<file path="config.mk">
export PLATFORM = sky130hd
export DESIGN_NAME = serial_csd_recoder
export DESIGN_NICKNAME = d
export VERILOG_FILES = /design/src/rtl/csd_pkg.sv /design/src/rtl/csd_step.sv /design/src/rtl/csd_seq_ctrl.sv /design/src/rtl/csd_out_slot.sv /design/src/rtl/csd_nz_counter.sv /design/src/rtl/serial_csd_recoder.sv
export SDC_FILE = /design/constraint.sdc
export NUM_CORES = 1
export LEC_CHECK = 0
export BUFFER_PORTS_ARGS = -buffer_cell sky130_fd_sc_hd__clkbuf_2
export CAP_MARGIN = 20
export CORE_MARGIN = 5
export CORE_UTILIZATION = 25
export CTS_CLUSTER_SIZE = 30
export DETAILED_ROUTE_END_ITERATION = 12
export GPL_TIMING_DRIVEN = 1
export PLACE_DENSITY = 0.51
export SYNTH_ARGS = -nofsm -noshare
export SYNTH_HDL_FRONTEND = slang
export SYNTH_HIERARCHICAL = 1
export SYNTH_SLANG_ARGS = --single-unit
</file>
<file path="constraint.sdc">
create_clock -name clk -period 3.15 [get_ports clk]
set_input_delay 0.315 -clock clk [delete_from_list [all_inputs] [get_ports clk]]
set_output_delay 0.315 -clock clk [all_outputs]
set_load 0.01 [all_outputs]
</file>
<file path="src/rtl/csd_pkg.sv">
package csd_pkg;

  typedef struct packed {
    logic nz;
    logic neg;
  } csd_digit_t;

  typedef enum logic [2:0] {
    ST_IDLE,
    ST_FIRST,
    ST_RUN,
    ST_TAIL,
    ST_CARRY
  } ctrl_state_e;

endpackage

</file>
<file path="src/rtl/csd_step.sv">
module csd_step
  import csd_pkg::*;
(
  input  logic       cur,
  input  logic       nxt,
  input  logic       cin,
  output csd_digit_t digit,
  output logic       cout
);

  logic odd_sum;

  assign odd_sum = cur ^ cin;

  always_comb begin
    if (odd_sum) begin
      // odd: pick -1 with carry when the next bit starts a run
      digit.nz  = 1'b1;
      digit.neg = nxt;
      cout      = nxt;
    end else begin
      digit.nz  = 1'b0;
      digit.neg = 1'b0;
      cout      = cur & cin;
    end
  end

endmodule

</file>
<file path="src/rtl/csd_seq_ctrl.sv">
module csd_seq_ctrl
  import csd_pkg::*;
(
  input  logic       clk,
  input  logic       rst_n,
  input  logic       start_acc,
  input  logic       in_valid,
  input  logic       in_bit,
  input  logic       in_last,
  input  logic       slot_free,
  output logic       in_ready,
  output logic       emit,
  output csd_digit_t emit_digit,
  output logic       emit_last,
  output logic       active
);

  ctrl_state_e st_q, st_d;
  logic        held_q, held_d;
  logic        carry_q, carry_d;
  logic        look_bit;
  csd_digit_t  step_digit;
  logic        step_cout;

  // above the MSB the lookahead bit is zero
  assign look_bit = (st_q == ST_RUN) ? in_bit : 1'b0;

  csd_step u_step (
    .cur   (held_q),
    .nxt   (look_bit),
    .cin   (carry_q),
    .digit (step_digit),
    .cout  (step_cout)
  );

  always_comb begin
    st_d       = st_q;
    held_d     = held_q;
    carry_d    = carry_q;
    in_ready   = 1'b0;
    emit       = 1'b0;
    emit_digit = step_digit;
    emit_last  = 1'b0;
    case (st_q)
      ST_IDLE: begin
        if (start_acc) begin
          st_d    = ST_FIRST;
          carry_d = 1'b0;
        end
      end
      ST_FIRST: begin
        in_ready = 1'b1;
        if (in_valid) begin
          held_d = in_bit;
          st_d   = in_last ? ST_TAIL : ST_RUN;
        end
      end
      ST_RUN: begin
        in_ready = slot_free;
        if (in_valid && slot_free) begin
          emit    = 1'b1;
          carry_d = step_cout;
          held_d  = in_bit;
          if (in_last) st_d = ST_TAIL;
        end
      end
      ST_TAIL: begin
        if (slot_free) begin
          emit    = 1'b1;
          carry_d = step_cout;
          st_d    = ST_CARRY;
        end
      end
      ST_CARRY: begin
        emit_digit.nz  = carry_q;
        emit_digit.neg = 1'b0;
        emit_last      = 1'b1;
        if (slot_free) begin
          emit    = 1'b1;
          carry_d = 1'b0;
          st_d    = ST_IDLE;
        end
      end
      default: st_d = ST_IDLE;
    endcase
  end

  always_ff @(posedge clk or negedge rst_n) begin
    if (!rst_n) begin
      st_q    <= ST_IDLE;
      held_q  <= 1'b0;
      carry_q <= 1'b0;
    end else begin
      st_q    <= st_d;
      held_q  <= held_d;
      carry_q <= carry_d;
    end
  end

  assign active = (st_q != ST_IDLE);

endmodule

</file>
<file path="src/rtl/csd_out_slot.sv">
module csd_out_slot
  import csd_pkg::*;
(
  input  logic       clk,
  input  logic       rst_n,
  input  logic       load,
  input  csd_digit_t load_digit,
  input  logic       load_last,
  input  logic       take,
  output logic       valid,
  output csd_digit_t digit,
  output logic       last,
  output logic       free
);

  always_ff @(posedge clk or negedge rst_n) begin
    if (!rst_n) begin
      valid <= 1'b0;
      digit <= '0;
      last  <= 1'b0;
    end else if (load) begin
      valid <= 1'b1;
      digit <= load_digit;
      last  <= load_last;
    end else if (take) begin
      valid <= 1'b0;
    end
  end

  assign free = !valid || take;

endmodule

</file>
<file path="src/rtl/csd_nz_counter.sv">
module csd_nz_counter #(
  parameter int CNT_W = 5
) (
  input  logic             clk,
  input  logic             rst_n,
  input  logic             clear,
  input  logic             bump,
  output logic [CNT_W-1:0] count
);

  always_ff @(posedge clk or negedge rst_n) begin
    if (!rst_n)     count <= '0;
    else if (clear) count <= '0;
    else if (bump)  count <= count + 1'b1;
  end

endmodule

</file>
<file path="src/rtl/serial_csd_recoder.sv">
module serial_csd_recoder
  import csd_pkg::*;
#(
  parameter int MAX_BITS = 16,
  localparam int CNT_W   = $clog2(MAX_BITS + 2)
) (
  input  logic             clk,
  input  logic             rst_n,
  input  logic             start,
  output logic             busy,
  input  logic             in_valid,
  output logic             in_ready,
  input  logic             in_bit,
  input  logic             in_last,
  output logic             out_valid,
  input  logic             out_ready,
  output logic             out_nz,
  output logic             out_neg,
  output logic             out_last,
  output logic [CNT_W-1:0] nz_count
);

  logic       start_acc;
  logic       slot_free;
  logic       emit;
  logic       emit_last;
  logic       ctrl_active;
  csd_digit_t emit_digit;
  csd_digit_t slot_digit;

  assign busy      = ctrl_active || out_valid;
  assign start_acc = start && !busy;

  csd_seq_ctrl u_ctrl (
    .clk        (clk),
    .rst_n      (rst_n),
    .start_acc  (start_acc),
    .in_valid   (in_valid),
    .in_bit     (in_bit),
    .in_last    (in_last),
    .slot_free  (slot_free),
    .in_ready   (in_ready),
    .emit       (emit),
    .emit_digit (emit_digit),
    .emit_last  (emit_last),
    .active     (ctrl_active)
  );

  csd_out_slot u_slot (
    .clk        (clk),
    .rst_n      (rst_n),
    .load       (emit),
    .load_digit (emit_digit),
    .load_last  (emit_last),
    .take       (out_ready),
    .valid      (out_valid),
    .digit      (slot_digit),
    .last       (out_last),
    .free       (slot_free)
  );

  csd_nz_counter #(.CNT_W(CNT_W)) u_cnt (
    .clk   (clk),
    .rst_n (rst_n),
    .clear (start_acc),
    .bump  (emit && emit_digit.nz),
    .count (nz_count)
  );

  assign out_nz  = slot_digit.nz;
  assign out_neg = slot_digit.neg;

endmodule

</file>
==> results of run 1 <==
[sequential cells by signal, indices dropped and copies added, names as in the netlist]
signal	count
u_ctrl/st_q	3
u_slot/last	1
u_slot/digit	2
u_ctrl/carry_q	1
u_slot/valid	1
u_ctrl/held_q	1
u_cnt/count	5
[worst max-delay path, stage by stage, from the launching register on]
cell       delay (ns)
dfrtp_1          0.52
or3_2            0.52
nor3b_1          0.24
nor2b_1          0.20
a2111oi_2        0.09
o31a_2           0.31
a311o_1          0.26
[worst max path at each step]
stage,from,endpoint,slack [ns],cells past startpoint
6_report,u_ctrl/st_q[1]$_DFFE_PN0P_,u_ctrl/carry_q$_DFFE_PN0P_,0.91,6
5_1_grt,u_ctrl/st_q[1]$_DFFE_PN0P_,u_ctrl/carry_q$_DFFE_PN0P_,0.71,6
4_1_cts,u_ctrl/st_q[1]$_DFFE_PN0P_,u_ctrl/carry_q$_DFFE_PN0P_,0.89,6
3_5_place_dp,u_ctrl/st_q[1]$_DFFE_PN0P_,u_ctrl/carry_q$_DFFE_PN0P_,0.91,6
3_3_place_gp,u_ctrl/st_q[0]$_DFFE_PN0P_,u_ctrl/carry_q$_DFFE_PN0P_,0.90,6
2_1_floorplan,u_ctrl/st_q[1]$_DFFE_PN0P_,u_ctrl/carry_q$_DFFE_PN0P_,0.62,7
[cell usage in the layout (no fill, tap or decap), types with 2 or more instances in the layout]
master / synthesis / routed
nand2b_1: 3 / 3
mux2_4: 2 / 2
inv_1: 2 / 2
nand3b_1: 2 / 2
clkbuf_2: 0 / 17
mux2_2: 4 / 4
nor3b_1: 2 / 2
ha_1: 2 / 2
mux2_1: 2 / 2
and2_1: 3 / 3
nand4_1: 2 / 2
nor2b_1: 4 / 4
nor2_1: 6 / 6
a21oi_1: 3 / 3
clkbuf_4: 0 / 3
dfrtp_1: 14 / 14
nand2_1: 2 / 2
[per-layer routing]
metal / wire, um / track usage [%] / vias up
met3: 48 / 1.64 / 2
met5: 0 / 0 / -
met2: 859 / 13.0 / 12
met4: 19 / 3.72 / 0
li1: - / - / 313
met1: 800 / 11.2 / 292
[cell families after synthesis]
family | count (synthesis) | synth area share [%]
flip-flops | 14 | 41.9
buffers and inverters | 7 | 4.94
XOR/XNOR | 1 | 1.05
adder cells (fa/ha/maj) | 2 | 2.99
AND/OR/NAND/NOR | 30 | 21.9
AO/OA/AOI/OAI | 14 | 14.4
multiplexers | 9 | 12.9
[per-stage QoR]
step           power [W]  std cells
2_1_floorplan   0.000624         77
3_3_place_gp    0.000721        136
3_5_place_dp    0.000720        136
4_1_cts         0.000865        141
5_1_grt         0.000931        141
6_report        0.000850        141
[cell type report]
type,instances,area [sq um],share of cell area (%)
Multi-Input combinational cell,56,444,44.5
Tap cell,46,57.6,5.76
Inverter,2,7.51,0.752
Clock buffer,4,36.3,3.63
Timing Repair Buffer,19,103,10.3
Sequential cell,14,350,35.1
[report_power, final]
group,internal [W],switching (W),total [W]
Clock,0.0000703,0.0000632,0.000133
Sequential,0.000243,0.0000844,0.000327
Combinational,0.000196,0.000193,0.000389
[repair_timing]
item                      CTS  global route
buffers inserted            0             0
hold endpoints to repair   14             0
hold buffers                1             0
==> metrics, run 1 <==
Synth async-reset ratio 100%; post-layout util 30.4%; Seq/Total Area, Yosys 41.9%; CTS tree yes; static leakage 0.470 nW; Syn Std Cell Area 836 sq um; DR iter-0 viols 22; Hold Path Class in2reg; ys flop type dfrtp_1; Worst setup EP type register; Die Span Y 67.8 um; WS Path Type reg2reg; Crit Path Max Fanout 12; Die X 67.8 um; Post-synth EDFFs 0; largest net degree at the start of global routing 15; status completed; Pre-Repair DR Iteration Count 4; n_diodes 0; DR WL/cell 12.2 um; GRT Residual Overflow 0; worst IR drop on VDD 289 uV; Core Box Area 3280 sq um; f_max 447 MHz; top-count cell post-synth dfrtp_1; total track usage 8.36%; die area 4600 sq um; # setup viols final 0; Worst Setup Slack, final 0.914 ns; worst-case clock buffer depth 2; # rows 21; Filler Cells Inserted 355; Pwr Density 851 nW/um^2; Final Hold Viols 0; R2R Path End u_ctrl/carry_q$_DFFE_PN0P_; Slew @ Worst Pin 0.483 ns; Critical Path AT 2.41 ns; top post-synthesis cells by count 14 x dfrtp_1, 6 x nor2_1, 4 x mux2_2, 4 x nor2b_1; CP startpoint kind register; Synth Warn # 6; Yosys top cell area share 41.9%; Tmin final 2.24 ns; #FFs+latches synth 14; Initial Util 25.4%; placed cell area 952 sq um; Ports 18; clock skew 0.00277 ns; CTS sink count 14; nets 105; fin crit share 71.0%; RR Startpoint u_ctrl/st_q[1]$_DFFE_PN0P_; worst endpoint required time 3.33 ns; Setup WS pre-CTS 0.913 ns; H-tree Lvls 1; first-pass GRT wire length 2930 um; Slew Limit Headroom 67.8%; number of nets with antenna violations after routing 0; post-synthesis area per instance 10.9 sq um; post-DP HPWL 1270 um; vias per std cell 4.39; DRT Wirelength 1730 um; setup_tns 0 ns; Final GP Congestion 0.690; Max Slew Vio Count 0; clock slew at reported path FFs 0.09 ns; CTS-repair resized insts 0; clk root buf clkbuf_4; WHS Path Cells 2; Unique masters post-synth 37; CTS Buf Count 3; Vias 619; Residual DRC 0; flop2flop setup slack 0.91 ns; Endpoint, Worst Hold u_ctrl/held_q$_DFFE_PN0P_; largest area contributor in the netlist dfrtp_1; worst hold margin 0.268 ns; Area contributors post-synth dfrtp_1 42%, mux2_2 5.4%, mux2_4 3.6%; max-cap viol count 0; IO buf count 17; worst skew pair latency 0.28 ns; fin area 998 sq um; unrepaired setup endpoints after global routing false; Hold Crit Start in_bit; Reg2Reg Depth 6; share of cells above drive strength 1 35.8%; synthesis-to-finish area growth 19.5%; initial antenna violation count 0; Cells after Synth 77; syn nets 86; vias in the first global route 639
(Power assumes the default switching activity.)
==> run 2: changes to the inputs <==
Settings changed: PLACE_DENSITY 0.51 to 0.52.
Clock period 3.15 ns to 2 ns, I/O delays scaled along.
==> run 2 against run 1 <==
  * Sequential share of layout area decreased by 2.4 points
  * Clock skew about the same
  * Via count increased by 5.0%
  * Die area unchanged
  * Critical path type unchanged
  * Largest cell class unchanged
==> metrics, run 2 (synthesis gave the netlist of run 1 again) <==
fin crit share 96.0%; number of nets with antenna violations after routing 0; crit path cell chain or3_4 > nor3b_4 > nor2b_4 > a2111oi_2 > o31a_2 > a311o_1; post-CTS setup buffer count 0; Die Span Y 67.8 um; Design Power 0.00146 W; post-DP HPWL 1360 um; # setup viols final 0; clock skew 0.00296 ns; DR iter-0 viols 23; Pre-Repair DR Iteration Count 4; Sequential Area 352 sq um; WS Path Type reg2reg; Die X 67.8 um; worst skew pair latency 0.28 ns; Final Hold Viols 0; Worst Setup Slack, final 0.0790 ns; # rows 21; unrepaired setup endpoints after global routing false; vias per std cell 4.39; Vias 650; Tmin final 1.92 ns; CTS tree yes; Core Box Area 3280 sq um; Final GP Congestion 0.765; post-layout util 32.7%; H-tree Lvls 1; vias in the first global route 630; worst endpoint required time 2.17 ns; total track usage 8.53%; GRT Residual Overflow 0; f_max 521 MHz; DR WL/cell 11.9 um; flop2flop setup slack 0.08 ns; Setup WS pre-CTS 0.0609 ns; Max Slew Vio Count 0; synthesis-to-finish area growth 28.6%; multi-input logic area 467 sq um; max reg flops 5; Ports 18; share of cells above drive strength 1 43.1%; worst hold margin 0.148 ns; largest reg by FF count u_cnt/count; Crit Path Max Fanout 4; clock slew at reported path FFs 0.09 ns; IO buf count 17; most common cell after layout, fill and taps aside clkbuf_2; static leakage 0.509 nW; nets 112; Slew Limit Headroom 67.2%; worst-case clock buffer depth 2; Worst path slowest cell dfrtp_1; largest stage delay on the critical path 0.40 ns; commonest cells after routing, fill and taps aside 17 x clkbuf_2, 13 x dfrtp_1, 8 x buf_4; Initial Util 25.4%; Critical Path AT 2.09 ns; initial antenna violation count 0; DRT Wirelength 1750 um; status completed; Hold Path Class in2reg; Slew @ Worst Pin 0.492 ns; Top Registers u_cnt/count (5), u_ctrl/st_q (3), u_slot/digit (2); max-cap viol count 0; n_diodes 0; worst IR drop on VDD 381 uV; CTS sink count 14; largest net degree at the start of global routing 15; Residual DRC 0; Pwr Density 1360 nW/um^2; first-pass GRT wire length 2930 um; CP startpoint kind register; Filler Cells Inserted 344; CTS Buf Count 3; Worst setup EP type register; die area 4600 sq um; clk root buf clkbuf_4
==> run 2: worst max-delay path: cells and delay by family, from the launching register on <==
family           cells  cell delay, ns
AND/OR/NAND/NOR      3            0.77
AO/OA/AOI/OAI        3            0.63
flip-flops           1            0.40
==> run 2: worst paths after layout <==
| kind | startpoint | end | depth (start not counted) |
|---|---|---|---|
| setup / recovery | u_ctrl/st_q[0]$_DFFE_PN0P_ | u_ctrl/carry_q$_DFFE_PN0P_ | 6 |
| hold / removal | in_bit | u_ctrl/held_q$_DFFE_PN0P_ | 2 |
| setup reg to reg | u_ctrl/st_q[0]$_DFFE_PN0P_ | u_ctrl/carry_q$_DFFE_PN0P_ | 6 |
| hold reg to reg | u_ctrl/st_q[2]$_DFFE_PN0P_ | u_ctrl/st_q[1]$_DFFE_PN0P_ | 1 |
| max in group asynchronous | rst_n | u_ctrl/st_q[2]$_DFFE_PN0P_ | 2 |
| min in group asynchronous | rst_n | u_cnt/count[3]$_DFFE_PN0P_ | 2 |
==> run 2: cell type report <==
class / count / share of cell area (%)
Timing Repair Buffer: 26 / 14.4
Tap cell: 46 / 5.36
Clock buffer: 4 / 3.38
Sequential cell: 14 / 32.7
Multi-Input combinational cell: 56 / 43.4
Inverter: 2 / 0.698
==> run 2: power breakdown <==
| group | internal (W) | switching [W] | total, W | leakage, nW |
|---|---|---|---|---|
| registers | 0.000385 | 0.0000897 | 0.000475 | 0.181 |
| clock network | 0.000111 | 0.0000974 | 0.000208 | 0.0210 |
| logic | 0.000398 | 0.000378 | 0.000776 | 0.306 |
| total | 0.000894 | 0.000565 | 0.00146 | 0.509 |
==> run 2: per-stage QoR <==
| step | area, sq um | setup TNS (ns) | std cells |
|---|---|---|---|
| finish | 1070 | 0 | 148 |
| global route | 1070 | 0 | 148 |
| CTS | 1070 | 0 | 148 |
| detailed placement | 1030 | 0 | 143 |
| global placement | 1030 | 0 | 143 |
| floorplan | 870 | -0.162 | 77 |
==> run 2: timing repair <==
item | CTS | global route
setup endpoints to repair | 0 | 1
resized for setup | 0 | 1
hold buffers | 1 | 0
hold endpoints to repair | 14 | 0
==> run 2: routing by layer <==
layer | global-route usage (%) | part of all wire (%) | vias to the layer above
met5 | 0 | 0 | -
met4 | 4.47 | 0 | 0
met3 | 2.30 | 4.4 | 0
met2 | 12.5 | 47 | 11
met1 | 11.4 | 49 | 315
li1 | - | - | 324
